===== src/rtl/hdlc_txf_pkg.sv =====
package hdlc_txf_pkg;

  typedef enum logic [1:0] {
    TX_IDLE  = 2'd0,
    TX_SEND  = 2'd1,
    TX_ABORT = 2'd2
  } tx_state_e;

  // status bit positions
  localparam int ST_POOL = 0;
  localparam int ST_UNDR = 1;
  localparam int ST_REPT = 2;
  localparam int ST_OVFL = 3;
  localparam int ST_W    = 4;

  // selected block size in bytes
  function automatic int unsigned blk_bytes(input logic sel,
                                            input int unsigned small_b,
                                            input int unsigned large_b);
    return sel ? large_b : small_b;
  endfunction

  // true when the uncommitted count has already reached the block size
  function automatic logic blk_full(input int unsigned count,
                                    input int unsigned size);
    return count >= size;
  endfunction

endpackage


===== src/rtl/txf_store.sv =====
module txf_store #(
  parameter int DEPTH = 64,
  parameter int DW    = 8,
  localparam int AW   = $clog2(DEPTH)
) (
  input  logic          clk,
  input  logic          we,
  input  logic [AW-1:0] waddr,
  input  logic [DW-1:0] wdata,
  input  logic [AW-1:0] raddr,
  output logic [DW-1:0] rdata
);

  logic [DW-1:0] mem [DEPTH];

  always_ff @(posedge clk) begin
    if (we) mem[waddr] <= wdata;
  end

  assign rdata = mem[raddr];

endmodule


===== src/rtl/txf_blkq.sv =====
module txf_blkq #(
  parameter int ENT = 4,
  parameter int AW  = 6,
  localparam int IW = (ENT > 1) ? $clog2(ENT) : 1,
  localparam int NW = $clog2(ENT + 1)
) (
  input  logic          clk,
  input  logic          rst_n,
  input  logic          flush,
  input  logic          push,
  input  logic [AW-1:0] push_end,
  input  logic          push_last,
  input  logic          pop,
  output logic          empty,
  output logic [AW-1:0] head_end,
  output logic          head_last
);

  logic [ENT*AW-1:0] ends_flat;
  logic [ENT-1:0]    lasts;
  logic [IW-1:0]     hd_q, tl_q;
  logic [NW-1:0]     n_q;

  function automatic logic [IW-1:0] idx_next(input logic [IW-1:0] i);
    return (int'(i) == ENT - 1) ? '0 : i + IW'(1);
  endfunction

  for (genvar g = 0; g < ENT; g++) begin : g_slot
    logic [AW-1:0] e_q;
    logic          l_q;
    always_ff @(posedge clk or negedge rst_n) begin
      if (!rst_n) begin
        e_q <= '0;
        l_q <= 1'b0;
      end else if (push && !flush && tl_q == IW'(g)) begin
        e_q <= push_end;
        l_q <= push_last;
      end
    end
    assign ends_flat[g*AW +: AW] = e_q;
    assign lasts[g]              = l_q;
  end

  always_ff @(posedge clk or negedge rst_n) begin
    if (!rst_n) begin
      hd_q <= '0;
      tl_q <= '0;
      n_q  <= '0;
    end else if (flush) begin
      hd_q <= '0;
      tl_q <= '0;
      n_q  <= '0;
    end else begin
      if (push) tl_q <= idx_next(tl_q);
      if (pop)  hd_q <= idx_next(hd_q);
      case ({push, pop})
        2'b10:   n_q <= n_q + NW'(1);
        2'b01:   n_q <= n_q - NW'(1);
        default: n_q <= n_q;
      endcase
    end
  end

  assign empty     = (n_q == '0);
  assign head_end  = ends_flat[hd_q*AW +: AW];
  assign head_last = lasts[hd_q];

  // the read side only retires a block that exists
  p_pop_nonempty_r4: assert property (@(posedge clk) disable iff (!rst_n)
    pop && !flush |-> n_q != '0);

endmodule


===== src/rtl/txf_stat.sv =====
module txf_stat
  import hdlc_txf_pkg::*;
(
  input  logic            clk,
  input  logic            rst_n,
  input  logic [ST_W-1:0] evt,
  input  logic            clr,
  input  logic [1:0]      mask,
  output logic [ST_W-1:0] stat,
  output logic            irq
);

  always_ff @(posedge clk or negedge rst_n) begin
    if (!rst_n) stat <= ST_W'(1) << ST_POOL;
    else        stat <= (clr ? '0 : stat) | evt;
  end

  assign irq = (stat[ST_POOL] & ~mask[0]) |
               (stat[ST_UNDR] & ~mask[1]) |
               stat[ST_REPT];

  p_clear_r11: assert property (@(posedge clk) disable iff (!rst_n)
    clr && !evt[ST_UNDR] |=> !stat[ST_UNDR]);

  p_set_wins_r11: assert property (@(posedge clk) disable iff (!rst_n)
    evt[ST_REPT] |=> stat[ST_REPT]);

endmodule


===== src/rtl/hdlc_txfifo_ctrl.sv =====
module hdlc_txfifo_ctrl
  import hdlc_txf_pkg::*;
#(
  parameter int DEPTH = 64,
  parameter int BLK_S = 16,
  parameter int BLK_L = 32
) (
  input  logic       clk,
  input  logic       rst_n,
  input  logic       host_wr_en,
  input  logic [7:0] host_wr_data,
  input  logic       blk_sel,
  input  logic       cmd_block,
  input  logic       cmd_end,
  input  logic       cmd_reset,
  input  logic       stat_rd,
  input  logic [1:0] irq_mask,
  output logic [3:0] stat_data,
  output logic       irq,
  input  logic       line_coll,
  output logic       fr_valid,
  input  logic       fr_ready,
  output logic [7:0] fr_data,
  output logic       fr_sof,
  output logic       fr_eof,
  output logic       fr_abort
);

  localparam int AW   = $clog2(DEPTH);
  localparam int CW   = $clog2(DEPTH + 1) + 1;
  localparam int QENT = DEPTH / BLK_S;

  tx_state_e     st_q;
  logic [AW-1:0] wp_q, rp_q, fst_q;
  logic [CW-1:0] wcnt_q;
  logic          sof_q, first_q;

  logic          q_empty, q_last;
  logic [AW-1:0] q_end;
  logic [7:0]    rd_byte;

  // named internal events
  logic          host_wr, ovf_evt, cmd_any, q_push;
  logic [AW-1:0] wp_nx, rp_inc;
  logic [CW-1:0] wcnt_nx;
  logic          sending, at_blk_end, hs;
  logic          coll_act, rewind_evt, rep_evt;
  logic          byte_hs, blk_done, frame_done, udr_evt, q_flush, xpr_evt;
  logic [ST_W-1:0] evts;

  // host side
  assign host_wr = host_wr_en && !cmd_reset;
  assign ovf_evt = host_wr && blk_full(int'(wcnt_q), blk_bytes(blk_sel, BLK_S, BLK_L));
  assign wp_nx   = host_wr ? wp_q + AW'(1) : wp_q;
  assign wcnt_nx = host_wr ? wcnt_q + CW'(1) : wcnt_q;
  assign cmd_any = (cmd_block || cmd_end) && !cmd_reset && !rep_evt;
  assign q_push  = cmd_any && (wcnt_nx != '0);

  // framer side
  assign rp_inc     = rp_q + AW'(1);
  assign sending    = (st_q == TX_SEND) && !q_empty;
  assign at_blk_end = (rp_inc == q_end);
  assign fr_valid   = sending || (st_q == TX_ABORT);
  assign fr_data    = rd_byte;
  assign fr_sof     = sending && sof_q;
  assign fr_eof     = sending && at_blk_end && q_last;
  assign fr_abort   = (st_q == TX_ABORT);
  assign hs         = fr_valid && fr_ready;

  // collision, underrun and block retirement
  assign coll_act   = line_coll && (st_q == TX_SEND) && !cmd_reset;
  assign rewind_evt = coll_act && first_q;
  assign rep_evt    = coll_act && !first_q;
  assign byte_hs    = hs && sending && !coll_act && !cmd_reset;
  assign blk_done   = byte_hs && at_blk_end;
  assign frame_done = blk_done && q_last;
  assign udr_evt    = (st_q == TX_SEND) && q_empty && !coll_act && !cmd_reset;
  assign q_flush    = cmd_reset || rep_evt;
  assign xpr_evt    = blk_done || cmd_reset;

  always_comb begin
    evts          = '0;
    evts[ST_POOL] = xpr_evt;
    evts[ST_UNDR] = udr_evt;
    evts[ST_REPT] = rep_evt;
    evts[ST_OVFL] = ovf_evt;
  end

  txf_store #(.DEPTH(DEPTH), .DW(8)) u_store (
    .clk   (clk),
    .we    (host_wr),
    .waddr (wp_q),
    .wdata (host_wr_data),
    .raddr (rp_q),
    .rdata (rd_byte)
  );

  txf_blkq #(.ENT(QENT), .AW(AW)) u_blkq (
    .clk       (clk),
    .rst_n     (rst_n),
    .flush     (q_flush),
    .push      (q_push),
    .push_end  (wp_nx),
    .push_last (cmd_end),
    .pop       (blk_done),
    .empty     (q_empty),
    .head_end  (q_end),
    .head_last (q_last)
  );

  txf_stat u_stat (
    .clk   (clk),
    .rst_n (rst_n),
    .evt   (evts),
    .clr   (stat_rd),
    .mask  (irq_mask),
    .stat  (stat_data),
    .irq   (irq)
  );

  always_ff @(posedge clk or negedge rst_n) begin
    if (!rst_n) begin
      st_q    <= TX_IDLE;
      wp_q    <= '0;
      rp_q    <= '0;
      fst_q   <= '0;
      wcnt_q  <= '0;
      sof_q   <= 1'b0;
      first_q <= 1'b0;
    end else if (q_flush) begin
      st_q    <= TX_IDLE;
      wp_q    <= '0;
      rp_q    <= '0;
      fst_q   <= '0;
      wcnt_q  <= '0;
      sof_q   <= 1'b0;
      first_q <= 1'b0;
    end else begin
      wp_q   <= wp_nx;
      wcnt_q <= cmd_any ? '0 : wcnt_nx;
      case (st_q)
        TX_IDLE: begin
          if (!q_empty) begin
            st_q    <= TX_SEND;
            sof_q   <= 1'b1;
            first_q <= 1'b1;
            fst_q   <= rp_q;
          end
        end
        TX_SEND: begin
          if (rewind_evt) begin
            rp_q  <= fst_q;
            sof_q <= 1'b1;
          end else if (udr_evt) begin
            st_q <= TX_ABORT;
          end else if (byte_hs) begin
            rp_q  <= rp_inc;
            sof_q <= 1'b0;
            if (blk_done)   first_q <= 1'b0;
            if (frame_done) st_q    <= TX_IDLE;
          end
        end
        TX_ABORT: begin
          if (hs) st_q <= TX_IDLE;
        end
        default: st_q <= TX_IDLE;
      endcase
    end
  end

  // ---------------- assertions ----------------
  p_hold_r2: assert property (@(posedge clk) disable iff (!rst_n)
    fr_valid && !fr_ready && !line_coll && !cmd_reset && !host_wr_en
    |=> fr_valid && $stable(fr_data));

  p_abort_clean_r7: assert property (@(posedge clk) disable iff (!rst_n)
    fr_abort |-> fr_valid && !fr_sof && !fr_eof);

  p_udr_abort_r7: assert property (@(posedge clk) disable iff (!rst_n)
    udr_evt |=> fr_valid && fr_abort);

  p_rewind_sof_r8: assert property (@(posedge clk) disable iff (!rst_n)
    rewind_evt && !cmd_reset |=> fr_valid && fr_sof);

  p_rep_stop_r9: assert property (@(posedge clk) disable iff (!rst_n)
    rep_evt |=> !fr_valid && q_empty);

  p_rep_irq_r10: assert property (@(posedge clk) disable iff (!rst_n)
    rep_evt |=> irq);

  p_flush_idle_r12: assert property (@(posedge clk) disable iff (!rst_n)
    cmd_reset |=> !fr_valid && stat_data[ST_POOL]);

  p_rewind_keeps_r13: assert property (@(posedge clk) disable iff (!rst_n)
    rewind_evt && !cmd_reset |=> !q_empty && !stat_data[ST_REPT]);

endmodule


===== config.mk =====
export PLATFORM = sky130hd
export DESIGN_NAME = hdlc_txfifo_ctrl
export DESIGN_NICKNAME = d
export VERILOG_FILES = /design/src/rtl/hdlc_txf_pkg.sv /design/src/rtl/txf_store.sv /design/src/rtl/txf_blkq.sv /design/src/rtl/txf_stat.sv /design/src/rtl/hdlc_txfifo_ctrl.sv
export SDC_FILE = /design/constraint.sdc
export NUM_CORES = 1
export LEC_CHECK = 0
export BUFFER_PORTS_ARGS = -buffer_cell sky130_fd_sc_hd__clkbuf_2
export CAP_MARGIN = 5
export CORE_ASPECT_RATIO = 0.5
export CORE_MARGIN = 4
export CORE_UTILIZATION = 57
export DETAILED_ROUTE_END_ITERATION = 6
export PLACE_DENSITY = 0.82
export SETUP_SLACK_MARGIN = 0.2
export SYNTH_ARGS = -nofsm -noshare
export SYNTH_HDL_FRONTEND = slang
export SYNTH_HIERARCHICAL = 1
export SYNTH_SLANG_ARGS = --single-unit
export TNS_END_PERCENT = 30

===== constraint.sdc =====
create_clock -name clk -period 3.25 [get_ports clk]
set_input_delay 0.65 -clock clk [delete_from_list [all_inputs] [get_ports clk]]
set_output_delay 0.65 -clock clk [all_outputs]
set_load 0.01 [all_outputs]

Word level (Yosys, flattened, before mapping)

Memory sizes are Yosys's and may differ from the RTL's.
Cells that the tools add are included.

Word-level logic and storage cells: 160
Output and inout port bits: 17
Bits in writable memories: 512
Register bits: 69
Memories: 1
Input port bits: 20

Memories:

| memory      | depth | bits a word | read ports | clocked after memory_dff | wr ports | RTL line        | source |
|---|---|---|---|---|---|---|---|
| u_store.mem | 64    | 8           | 1          | 0                        | 1        | txf_store.sv:14 | `logic [DW-1:0] mem [DEPTH];` |

Reductions and logical operators: 53
Multiply operators: 1
Magnitude comparators: 2
Shifts and indexed selects: 1
Add/sub/neg operators: 7
Muxes and demuxes: 47
Bitwise gates (word level): 7
Equality and inequality tests: 22

Operators with widths:

| cell                  | number |
|---|---|
| $mux W6               | 11 |
| $logic_and A1 B1 Y1   | 27 |
| $mux W2               | 13 |
| $mux W8               | 3 |
| $shiftx A24 B6 Y6     | 1 |
| $ne A3 B2 Y1 const B  | 6 |
| $ne A4 B3 Y1 const B  | 4 |
| $mux W1               | 13 |
| $add A6 B1 Y6 const B | 2 |
| $eq A2 B1 Y1 const B  | 5 |
| $reduce_bool A3 Y1    | 3 |
| $add A8 B1 Y8 const B | 1 |
| $eq A2 B2 Y1 const B  | 4 |
| $ge A8 B6 Y1          | 1 |
| $reduce_bool A2 Y1    | 4 |
| $reduce_bool A8 Y1    | 1 |
| $eq A6 B6 Y1          | 1 |
| $logic_not A1 Y1      | 6 |
| $pmux W2 S3           | 1 |
| $pmux W3 S2           | 1 |
| $reduce_and A6 Y1     | 1 |
| $reduce_and A5 Y1     | 1 |
| $add A2 B1 Y2 const B | 2 |
| $logic_not A2 Y1      | 2 |
| other kinds (19)      | 26 |

Logic depth before layout (Yosys ltp)

Word-level depth: 16
Mapped depth: 13
Mapped depth without buffers: 11

Hierarchy

The synthesis kept the hierarchy.

Modules (own cells, without submodules):

| module           | area each (um2) | times used | cells an instance |
|---|---|---|---|
| txf_store        | 20006.7         | 1          | 932 |
| hdlc_txfifo_ctrl | 1936.9          | 1          | 210 |
| txf_blkq         | 1831.8          | 1          | 110 |
| txf_stat         | 152.6           | 1          | 12 |

Worst setup path before layout

OpenSTA, ideal clock, no wires.

Path type: input to register
Start point: input port cmd_reset
End point: register u_blkq.n_q[2]
Path buffers: 3
Path slack: 27 ps
Arrival time: 3135 ps
Setup time: 88 ps
Cell stages on the path: 13
Cell sequence: buf_4 and2b_1 buf_2 and4_1 mux2i_1 o21ai_0 a311oi_1 buf_6 and2b_2 fa_1 and3b_2 o21ai_0 nor3b_1

Longest elaborated chain between the ends: 9
Elaborated cells on any way between the ends: 20
Classes of those cells: eq/ne: 2; mux: 3; reduce/logical: 15

RTL lines:

| what                                                            | RTL line                                                               | source |
|---|---|---|
| start, declared                                                 | hdlc_txfifo_ctrl.sv:15                                                 | `input logic cmd_reset,` |
| $logic_not A1 Y1 (*)                                            | hdlc_txfifo_ctrl.sv:52, hdlc_txfifo_ctrl.sv:56, hdlc_txfifo_ctrl.sv:71 |  |
| parallel branches: the longest is 4 deep, another holds $mux W8 | -                                                                      |  |
| $logic_and A1 B1 Y1 (*)                                         | hdlc_txfifo_ctrl.sv:57                                                 | `assign q_push = cmd_any && (wcnt_nx != '0);` |
| named net q_push                                                | hdlc_txfifo_ctrl.sv:43                                                 | `logic host_wr, ovf_evt, cmd_any, q_push;` |
| $eq A2 B1 Y1 / $eq A2 B2 Y1 (equally long branches)             | txf_blkq.sv:56                                                         | `case ({push, pop})` |
| $pmux W3 S2                                                     | txf_blkq.sv:56                                                         |  |
| $mux W3                                                         | txf_blkq.sv:49                                                         | `end else if (flush) begin` |
| end signal, assigned                                            | txf_blkq.sv:57                                                         | `2'b10: n_q <= n_q + NW'(1);` |
| end signal, assigned                                            | txf_blkq.sv:58                                                         | `2'b01: n_q <= n_q - NW'(1);` |
| end signal, assigned                                            | txf_blkq.sv:59                                                         | `default: n_q <= n_q;` |
| end, declared                                                   | txf_blkq.sv:22                                                         | `logic [NW-1:0] n_q;` |

Mark *: on every way through the listed nets, which the timed path passes.
A chain may end at the register's enable or synchronous reset.

Final worst setup path

Start point: register rp_q[0]
End point: output port fr_data[3]

Longest elaborated chain between the ends: 1

RTL lines:

| what                   | RTL line                | source |
|---|---|---|
| start, declared        | hdlc_txfifo_ctrl.sv:34  | `logic [AW-1:0] wp_q, rp_q, fst_q;` |
| start signal, assigned | hdlc_txfifo_ctrl.sv:152 | `rp_q <= fst_q;` |
| start signal, assigned | hdlc_txfifo_ctrl.sv:157 | `rp_q <= rp_inc;` |
| $mem_v2 Z64 W8         | -                       |  |
| end, declared          | hdlc_txfifo_ctrl.sv:23  | `output logic [7:0] fr_data,` |

Every way passes these cells.

==> impl_summary.txt <==
----------------------------------------------------
[Critical path]
  Highest cell delay on the worst timing path ... 0.55 ns
  Category of the worst setup path capture point ... primary output
  Most frequent cell on the critical path ... sky130_fd_sc_hd__mux4_2
  Source of the worst register-to-register timing path ... rp_q[0]
  RR Endpoint ... u_blkq/n_q[2]
  Cell breakdown of the critical path ... buf_12, buf_8, mux4_2, mux4_2, o21ai_2, o41ai_2, buf_4, clkbuf_2
  Max FO, Critical Path ... 10
  Setup slack of the most critical reg-to-reg path ... around 0.27 ns
  Kind of launch point of the worst setup path ... flop
  Dominant delay contributor by cell family on the critical path ... multiplexers
  Crit path max-delay cell type ... sky130_fd_sc_hd__mux4_2
  Type of the setup path with the least slack ... flop to primary output
  Buffers and inverters on the worst path ... 4
  CP Data Required Time ... roughly 2.6 ns
  Worst EP arrival ... approximately 3 ns
  Worst setup startpoint ... rp_q[0]
  R2R depth ... 12

[Routing]
  Number of detailed-route iterations in the first pass ... 6
  Post-Route WL ... about 57000 um
  # DRC ... 0
  Via total after detailed routing ... ~13k
  DRC marker count from the first detailed-route iteration ... about 1.8k
  Routed WL per cell ... about 29 um
  Via density ... approximately 6.6
  Post-DRT Antenna Nets ... 0

[CTS]
  Sinks on the clock net ... 581
  TritonCTS clock tree ... built
  Max H-tree Level ... 2
  Clock tree root driver cell ... sky130_fd_sc_hd__clkbuf_16
  Max Root-Sink Buffers ... 3
  Hold bufs inserted after CTS ... 0
  Num CTS Buffers ... 49
  Clock slew at reported path FFs ... 0.07 ns
  Skew-Pair Late Insertion Delay ... a little under 0.6 ns

[Power]
  Max rail drop VDD ... around 0.00047 V
  Leakage component of the power ... 0.00930 uW
  Power density of the placed cells ... between 500 and 600 nW/um^2
  Total design power ... around 15000 uW

[Die]
  Die outline area ... about 46000 um^2
  Vertical die dimension ... 153 um
  Chip width ... just under 300 um
  Initial Utilization ... 0.585
  Number of rows created at floorplan ... 52
  I/O pin cnt ... 37
  Core footprint ... between 40000 and 50000 um^2

[Placed design]
  Sum of net half-perimeters after detailed placement ... about 34000 um
  Number of placed cells counting well taps ... roughly 1.9k
  Count of buffers inserted at the top-level ports ... 36
  Global placer's final weighted congestion ... around 0.88

[Outcome]
  Outcome ... finished, violations left
  Violated checks ... setup timing

[Synthesis]
  Number of enable-type register cells in the synthesized netlist ... just over 500
  Prevailing post-synth register cell ... sky130_fd_sc_hd__edfxtp_1
  Cell area after synthesis ... 23900 um^2
  Net count after synthesis ... 1296
  Number of cells produced by synthesis ... 1264
  Register bit total from synthesis ... about 580
  Avg Cell Area, Syn ... 18.9 um^2
  Warning count from the yosys run ... 6
  Number of different library cells in the post-synthesis netlist ... between 70 and 80
  Async set-reset flop share out of synthesis ... 0.119
  Register area share after synthesis ... 0.715

[Global route]
  Via count of the first global-routing pass ... about 13k
  Number of antenna violations at the first check in global routing ... 0
  Leftover overflow at the end of global routing ... 0
  GRT Overall Usage ... 0.243
  Pin count of the biggest net entering global routing ... 70
  Global-route wire length before repair ... 83500 um

[Timing]
  Max Slew Vio Count ... 0
  Unrepaired setup endpoints after global routing ... true
  Slew at the pin closest to its max-slew limit ... about 0.90 ns
  Skew final ... roughly 0.014 ns
  Number of endpoints with negative hold slack in the final report ... 0
  Maximum clock frequency ... approximately 270 MHz
  Setup violations, final ... 9
  Worst hold slack ... around 0.095 ns
  Final Worst Setup Slack ... -0.413 ns
  Fin crit share ... 1.13
  Post-route minimum period ... around 3.7 ns
  Setup TNS Final ... -3.04 ns
  Headroom to the max-slew limit ... 0.395

[Worst hold path]
  Path type of the worst min-delay path ... input port to async pin

[Layout]
  Area growth from synthesis to layout ... 15.6%
  Ratio of cells with drive above 1 in the final layout ... 0.337
  Count of placed standard cells in the final layout, fillers left out ... about 2k
  FILL cells ... around 2.4k
  Antenna cell count ... 0
  Number of nets at the end of the flow ... approximately 1.5k

[Job]
  Max Cap Viol ... 0

----------------------------------------------------
## kinds of logic (layout without fill, tap and decap cells)
| family | Yosys count | after routing | synth area share |
|---|---|---|---|
| muxes | 210 | 210 | 0.164 |
| xor gates and xnor gates | 24 | 24 | 0.00879 |
| adders and majority gates | 12 | 12 | 0.00659 |
| AOI/OAI and AO/OA | 93 | 93 | 0.0287 |
| and+or+nand+nor | 263 | 263 | 0.0573 |
| DFF | 581 | 581 | 0.715 |
| buffers and inverters | 81 | 287 | 0.0199 |
## per-stage QoR
step,cell area [um^2],setup slack [ns],utilization
after CTS,27500,-0.379,0.672
after global placement,25500,0.0588,0.624
after global routing,27700,-0.501,0.676
after detailed placement,25500,0.0190,0.624
final,27700,-0.413,0.676
after floorplan,24000,0.102,-
## registers in the layout, indices dropped and copies added (netlist names)
signal	count
wcnt_q	8
st_q	2
u_stat/stat	4
sof_q	1
fst_q	6
u_blkq/g_slot.e_q	24
u_blkq/n_q	3
u_store/mem	512
wp_q	6
first_q	1
rp_q	6
u_blkq/tl_q	2
u_blkq/hd_q	2
u_blkq/g_slot.l_q	4
## worst max-delay path by stage
stage / cells after the start / slack, ns / end
2_1_floorplan: 13 / 0.10 / u_blkq/n_q[2]
4_1_cts: 8 / -0.38 / fr_data[6]
3_3_place_gp: 7 / 0.06 / fr_data[2]
6_report: 8 / -0.41 / fr_data[3]
3_5_place_dp: 12 / 0.02 / u_blkq/n_q[2]
5_1_grt: 9 / -0.50 / fr_data[1]
## what timing repair did
item | 4_1_cts | 5_1_grt
endpoints found under the setup margin | 10 | 11
gates cloned | 2 | 0
resized for setup | 33 | 23
buffers inserted | 7 | 7
endpoints found under the hold margin | 0 | 0
pin swaps | 2 | 4
## layout make-up
| class | count | area (um^2) | area share |
|---|---|---|---|
| multi-input cells | 602 | 6610 | 0.239 |
| well taps | 540 | 676 | 0.0244 |
| repair buffers | 183 | 1530 | 0.0554 |
| inverters | 14 | 55.1 | 0.00199 |
| clock inverters | 29 | 334 | 0.0121 |
| clock buffers | 61 | 1340 | 0.0486 |
| flip-flops and latches | 581 | 17100 | 0.619 |
## synthesized netlist by cell type, drive strengths merged, types with 5 or more instances
cell	number	area, um^2
edfxtp	512	15400
mux4	133	3000
nor2	113	424
dfrtp	68	1700
buf	43	330
mux2	42	578
nand2	37	204
mux2i	35	350
clkbuf	24	91.3
nor2b	22	145
nand3	19	95.1
nor3	18	111
xnor2	15	131
inv	14	55.1
nand2b	13	81.3
a21oi	12	60.1
o21ai	12	60.1
ha	11	138
xor2	9	78.8
nand4	8	50.1
o221ai	8	70.1
o22ai	8	50.1
a221oi	6	52.6
a21o	5	37.5
## layer usage
metal,part of all wire,track usage
met1,0.36,0.332
met3,0.11,0.0427
met4,0.040,0.0793
met5,0,0
met2,0.49,0.405
## cells in the final DEF (no fill, tap or decap), drive strengths merged, types with 4 or more instances in the layout
cell,netlist,routed
a211oi,4,4
a21o,5,5
a21oi,12,12
a221oi,6,6
buf,43,147
bufinv,0,7
clkbuf,24,95
clkinv,0,17
clkinvlp,0,4
dfrtp,68,68
edfxtp,512,512
ha,11,11
inv,14,15
mux2,42,42
mux2i,35,35
mux4,133,133
nand2,37,37
nand2b,13,13
nand3,19,19
nand3b,4,4
nand4,8,8
nor2,113,113
nor2b,22,22
nor3,18,18
nor4,4,4
o21a,4,4
o21ai,12,12
o221ai,8,8
o22ai,8,8
xnor2,15,15
xor2,9,9
## power breakdown
group          total (uW)  switching (uW)  internal [uW]  leakage [uW]
clock                6150            2650           3500      0.000815
sequential           8180            29.1           8150       0.00555
combinational         754             415            339       0.00294
total               15100            3090          12000       0.00930
(Power assumes the default switching activity.)
